==> config.mk <==
export PLATFORM = sky130hd
export DESIGN_NAME = horner_mul
export DESIGN_NICKNAME = d
export VERILOG_FILES = /design/src/rtl/horner_mul_pkg.sv /design/src/rtl/hm_seq_ctrl.sv /design/src/rtl/hm_accum.sv /design/src/rtl/hm_flag_unit.sv /design/src/rtl/horner_mul.sv
export SDC_FILE = /design/constraint.sdc
export NUM_CORES = 1
export LEC_CHECK = 0
export BUFFER_PORTS_ARGS = -buffer_cell sky130_fd_sc_hd__buf_4
export CAP_MARGIN = 20
export CORE_ASPECT_RATIO = 0.5
export CORE_UTILIZATION = 44
export CTS_CLUSTER_DIAMETER = 40
export DETAILED_ROUTE_END_ITERATION = 10
export PLACE_DENSITY = 0.66
export SLEW_MARGIN = 10
export SYNTH_ARGS = -nofsm -noshare
export SYNTH_HDL_FRONTEND = slang
export SYNTH_HIERARCHICAL = 1
export SYNTH_SLANG_ARGS = --single-unit
==> constraint.sdc <==
create_clock -name clk -period 3 [get_ports clk]
set_clock_uncertainty 0.15 [all_clocks]
set_input_delay 0 -clock clk [delete_from_list [all_inputs] [get_ports clk]]
set_output_delay 0 -clock clk [all_outputs]
set_load 0.02 [all_outputs]
==> src/rtl/horner_mul_pkg.sv <==
package horner_mul_pkg;

  // Default operand widths for the multiplier core.
  localparam int unsigned DEF_A_W = 8;
  localparam int unsigned DEF_B_W = 8;

  // Status flag group written by the block when a multiply is accepted.
  typedef struct packed {
    logic neg;
    logic sign;
    logic ovf;
    logic mul;
  } mul_flags_t;

  localparam mul_flags_t FLAGS_ON_START = '{neg: 1'b0, sign: 1'b0, ovf: 1'b0, mul: 1'b1};
  localparam mul_flags_t FLAGS_RESET    = '{neg: 1'b0, sign: 1'b0, ovf: 1'b0, mul: 1'b0};

endpackage

==> src/rtl/hm_seq_ctrl.sv <==
// Iteration control: accepts a start when idle, runs a down counter for
// B_W working cycles and drops busy on the clock after it reaches zero.
module hm_seq_ctrl #(
  parameter int unsigned B_W = 8
) (
  input  logic clk,
  input  logic rst_n,
  input  logic start,
  output logic accept,
  output logic step,
  output logic busy
);

  localparam int unsigned CNT_W = (B_W > 1) ? $clog2(B_W) : 1;
  localparam logic [CNT_W-1:0] CNT_LOAD = CNT_W'(B_W - 1);

  logic             busy_q, busy_d;
  logic [CNT_W-1:0] cnt_q, cnt_d;
  logic             cnt_zero;

  assign cnt_zero = (cnt_q == '0);
  assign accept   = start & ~busy_q;
  assign step     = busy_q;
  assign busy     = busy_q;

  always_comb begin
    busy_d = busy_q;
    cnt_d  = cnt_q;
    if (accept) begin
      busy_d = 1'b1;
      cnt_d  = CNT_LOAD;
    end else if (busy_q) begin
      if (cnt_zero) begin
        busy_d = 1'b0;
      end else begin
        cnt_d = cnt_q - 1'b1;
      end
    end
  end

  always_ff @(posedge clk or negedge rst_n) begin
    if (!rst_n) begin
      busy_q <= 1'b0;
      cnt_q  <= '0;
    end else begin
      busy_q <= busy_d;
      cnt_q  <= cnt_d;
    end
  end

endmodule

==> src/rtl/hm_accum.sv <==
// Datapath: static multiplicand register, left-rotating multiplier
// register and a product that doubles and adds each working cycle.
module hm_accum #(
  parameter int unsigned A_W = 8,
  parameter int unsigned B_W = 8
) (
  input  logic               clk,
  input  logic               rst_n,
  input  logic               load,
  input  logic               step,
  input  logic [A_W-1:0]     a_in,
  input  logic [B_W-1:0]     b_in,
  output logic [A_W+B_W-1:0] prod
);

  localparam int unsigned P_W = A_W + B_W;

  logic [A_W-1:0] mcand_q;
  logic [B_W-1:0] mplier_q, mplier_d;
  logic [P_W-1:0] prod_q, prod_d;
  logic [A_W-1:0] addend;
  logic           top_bit;

  assign top_bit = mplier_q[B_W-1];

  // Multiplicand gated bit by bit with the current top multiplier bit.
  for (genvar i = 0; i < A_W; i++) begin : g_gate
    assign addend[i] = mcand_q[i] & top_bit;
  end

  always_comb begin
    mplier_d = mplier_q;
    prod_d   = prod_q;
    if (load) begin
      mplier_d = b_in;
      prod_d   = '0;
    end else if (step) begin
      mplier_d = {mplier_q[B_W-2:0], mplier_q[B_W-1]};
      prod_d   = {prod_q[P_W-2:0], 1'b0} + {{B_W{1'b0}}, addend};
    end
  end

  always_ff @(posedge clk or negedge rst_n) begin
    if (!rst_n) begin
      mcand_q <= '0;
    end else if (load) begin
      mcand_q <= a_in;
    end
  end

  always_ff @(posedge clk or negedge rst_n) begin
    if (!rst_n) begin
      mplier_q <= '0;
      prod_q   <= '0;
    end else begin
      mplier_q <= mplier_d;
      prod_q   <= prod_d;
    end
  end

  assign prod = prod_q;

endmodule

==> src/rtl/hm_flag_unit.sv <==
// Produces a one-cycle flag update after each accepted start.
module hm_flag_unit
  import horner_mul_pkg::*;
(
  input  logic       clk,
  input  logic       rst_n,
  input  logic       load,
  output logic       upd,
  output mul_flags_t flags
);

  logic       upd_q;
  mul_flags_t flags_q, flags_d;

  always_comb begin
    flags_d = flags_q;
    if (load) begin
      flags_d = FLAGS_ON_START;
    end
  end

  always_ff @(posedge clk or negedge rst_n) begin
    if (!rst_n) begin
      upd_q   <= 1'b0;
      flags_q <= FLAGS_RESET;
    end else begin
      upd_q   <= load;
      flags_q <= flags_d;
    end
  end

  assign upd   = upd_q;
  assign flags = flags_q;

endmodule

==> src/rtl/horner_mul.sv <==
module horner_mul
  import horner_mul_pkg::*;
#(
  parameter int unsigned A_W = DEF_A_W,
  parameter int unsigned B_W = DEF_B_W
) (
  input  logic               clk,
  input  logic               rst_n,
  input  logic               start,
  input  logic [A_W-1:0]     op_a,
  input  logic [B_W-1:0]     op_b,
  output logic               busy,
  output logic [A_W+B_W-1:0] product,
  output logic               flag_we,
  output logic               flag_neg,
  output logic               flag_sign,
  output logic               flag_ovf,
  output logic               flag_mul
);

  logic       accept;
  logic       step;
  mul_flags_t flags;

  hm_seq_ctrl #(.B_W(B_W)) u_ctrl (
    .clk    (clk),
    .rst_n  (rst_n),
    .start  (start),
    .accept (accept),
    .step   (step),
    .busy   (busy)
  );

  hm_accum #(.A_W(A_W), .B_W(B_W)) u_accum (
    .clk   (clk),
    .rst_n (rst_n),
    .load  (accept),
    .step  (step),
    .a_in  (op_a),
    .b_in  (op_b),
    .prod  (product)
  );

  hm_flag_unit u_flags (
    .clk   (clk),
    .rst_n (rst_n),
    .load  (accept),
    .upd   (flag_we),
    .flags (flags)
  );

  assign flag_neg  = flags.neg;
  assign flag_sign = flags.sign;
  assign flag_ovf  = flags.ovf;
  assign flag_mul  = flags.mul;

endmodule

==> results.tsv <==
stage	metric	value	unit
drt	drc_errors	2	
power	p_leak	1.265	nW
floorplanning	ios	41	
cts	cts_tree	done	
synth	synth-edff-count	0	
power	power_switching	1.136	mW
cts	cts_made_buffers	5	
critical_path	cp.required	3.05	ns
timing	worstMarginPinSlew	0.8274	ns
synth	synth_seq_cells	38	
grt	track_usage	19.42	%
critical_path	startpoint	u_accum/mplier_q[7]	
critical_path	crit_fanout	10	
critical_path	critPathSlowestCell	dfrtp_1	
critical_path	worstPathCellList	and2_1 > ha_1 > fa_1 > a211oi_1 > o211a_1 > o21ai_0 > a311oi_1	
drt	drt-initial-drc-count	63	
floorplanning	start_util	46.30	%
drt	num_vias	1671	
drt	vias_per_cell	5.288	
grt	antenna_found_initial	0	
cts	clockBufferDepth	2	
cts	cts.sinks	38	
timing	hold_violations	0	
critical_path	reg2reg_to	u_accum/prod[13]	
critical_path	reg2reg_from	u_accum/mplier_q[7]	
place	place_congestion	0.8387	
timing	setup_violations	0	
layout	drive_gt1_share	24.32	%
layout	nNetsFinal	287	
layout	postLayoutCoreUtil	60.72	%
synth	yosysSeqAreaShare	46.43	%
critical_path	r2r_slack	0.37	ns
synth	synth.distinct_cells	40	
timing	finalMaxSlewViolations	0	
layout	layoutNonFillerInstCount	316	
critical_path	critPathCapture	u_accum/prod[13]	
critical_path	worstSetupPathType	reg2reg	
cts	h-tree-depth	2	
cts	clk_latency	0.29	ns
place	io_buffers	37	
drt	wl	4319	um
power	p_int	1.706	mW
critical_path	cp_slowest_stage_delay	0.48	ns
synth	syn_area	2048	um^2
power	pwr-share-seq	35.2	%
floorplanning	core-area	4424	um^2
cts	cts-root-buf	clkbuf_8	
power	power_frac_clock	18.6	%
critical_path	arrival	2.68	ns
power	peakVddDrop	451.1	uV
timing	min_period	2.628	ns
run_status	status	finished with violations	
layout	num_antenna_cells	0	
timing	min_period_over_period	87.62	%
grt	grt_remaining_overflow	0	
min_path	hold_path_class	in2async	
run	max_cap_violations	0	
timing	rsz0062_at_grt	no	
layout	fill_cells	387	
synth	synthFlopType	dfrtp_1	
timing	timing.fmax	380.5	MHz
power	comb_power_share	46.2	%
run_status	violations	DRC	
power	swShare	39.98	%
grt	grt_pass1_vias	1613	
place	dp_hpwl	3000	um
synth	avgSynthCellArea	10.14	um^2
drt	ant_nets	0	
layout	multiInputGateArea	1022	um^2
synth	synthArstFlopShare	100.0	%
cts	clkTransAtPathRegs	0.08	ns
drt	post_drt_wl_per_cell	13.67	um
grt	grt_pass1_wl	7458	um
drt	first_pass_iters	9	
layout	final-seq-area	950.9	um^2
floorplanning	rows	17	
place	placed_cells	291	
critical_path	reg2regPathDepth	7	
floorplanning	die_area	4949	um^2
floorplanning	die-width	98.49	um
critical_path	setup.worst_path.start_class	flop	
synth	syn_inst	202	
grt	grt_max_degree	39	
layout	mostFrequentLayoutCells	buf_4, dfrtp_1, nand2_1, dlygate4sd3_1, o21ai_0	
layout	final_common_cell	buf_4	
layout	area_delta_synth_final	31.15	%
timing	fin_tns_setup	0	ns
power	power	2.842	mW
timing	slew_headroom	44.84	%
power	power.density	1058	nW/um^2
floorplanning	die_y	50.25	um
synth	synth_warnings	6	
cts	post_cts_buffers	0	
critical_path	cp-end-kind	flop	
## final cells by class
cell class	count	area share, %
inverter	7	0.9781
multi-input combinational	148	38.05
timing repair buffer	58	17.79
sequential	38	35.40
tap	57	2.655
clock inverter	3	2.562
clock buffer	5	2.562
## worst min-delay path by stage
stage / startpoint / endpoint / slack (ns) / cells past startpoint
global placement: rst_n / u_accum/prod[13] / -0.16 / 1
CTS: rst_n / u_accum/prod[13] / 0.06 / 2
global route: rst_n / u_accum/prod[13] / 0.11 / 2
detailed placement: rst_n / u_accum/prod[13] / -0.15 / 1
finish: rst_n / u_accum/prod[15] / 0.05 / 2
floorplan: rst_n / u_accum/mcand_q[0] / -0.45 / 0
## logic make-up (layout without fill, tap and decap cells)
| logic type | after synthesis | after routing | synth area share [%] |
|---|---|---|---|
| AOI/OAI and AO/OA | 49 | 49 | 15.94 |
| xor gates and xnor gates | 5 | 5 | 2.138 |
| adders and majority gates | 10 | 10 | 6.475 |
| buffers and inverters | 18 | 73 | 4.032 |
| DFF | 38 | 38 | 46.43 |
| muxes | 18 | 18 | 9.286 |
| other | 1 | 3 | 0.1831 |
| and+or+nand+nor | 63 | 63 | 15.52 |
## worst max-delay path, delay by kind of cell (launching register included)
kind	cells	cell delay, ns
flip-flops	1	0.48
adder cells (fa/ha/maj)	2	0.64
AND/OR/NAND/NOR	1	0.19
AO/OA/AOI/OAI	4	1.08
## power by group through the flow
stage	Combinational (mW)	Clock, mW	Sequential [mW]
CTS	1.32	0.540	1.00
floorplan	0.839	0	1.05
global placement	1.27	0	1.00
detailed placement	1.30	0	1.01
global route	1.46	0.561	1.04
finish	1.31	0.528	1.00
## through the flow
step	cell area, um^2	worst slack (ns)	hold WS (ns)
6_report	2686	0.3715	0.05485
3_5_place_dp	2379	0.4172	-0.1532
4_1_cts	2686	0.3808	0.06251
5_1_grt	2686	0.1749	0.1076
3_3_place_gp	2379	0.4787	-0.1579
2_1_floorplan	2056	0.7076	-0.4456
## registers in the layout, summed over array words and instances (netlist names)
signal	count
u_ctrl/busy	1
u_flags/upd	1
u_flags/flags	1
u_accum/prod	16
u_ctrl/cnt_q	3
u_accum/mplier_q	8
u_accum/mcand_q	8
## cell usage after synthesis (all sizes together) (2+ instances only)
master,count,area [um^2]
a311oi,6,52.55
and3,2,12.51
a211o,2,17.52
o211ai,3,22.52
and4,2,17.52
o21ai,16,80.08
a2111oi,2,17.52
or3,3,22.52
inv,7,26.28
o21a,2,15.01
mux2i,10,100.1
nand4,4,25.02
mux2,8,90.09
buf,6,37.54
a21oi,7,35.03
ha,9,112.6
xor2,2,17.52
a211oi,3,22.52
a21o,3,22.52
or2,2,12.52
xnor2,3,26.28
nor2,15,56.30
nand2b,2,12.51
nand2,18,67.56
and2,8,50.05
nand3,4,20.02
clkbuf,5,18.77
dfrtp,38,950.9
## metal layers
metal  GRT usage [%]  wire [um]  vias to the layer above
li1                -          -                      835
met1           27.02       2222                      802
met2           29.81       1921                       31
met3           4.875        160                        3
met4           6.468         15                        0
met5               0          0                        -
## what timing repair did
item | in CTS | in global routing
hold endpoints to repair | 54 | 0
resized for setup | 0 | 0
hold buffers | 17 | 0
Power figures use the tool's default switching activity.
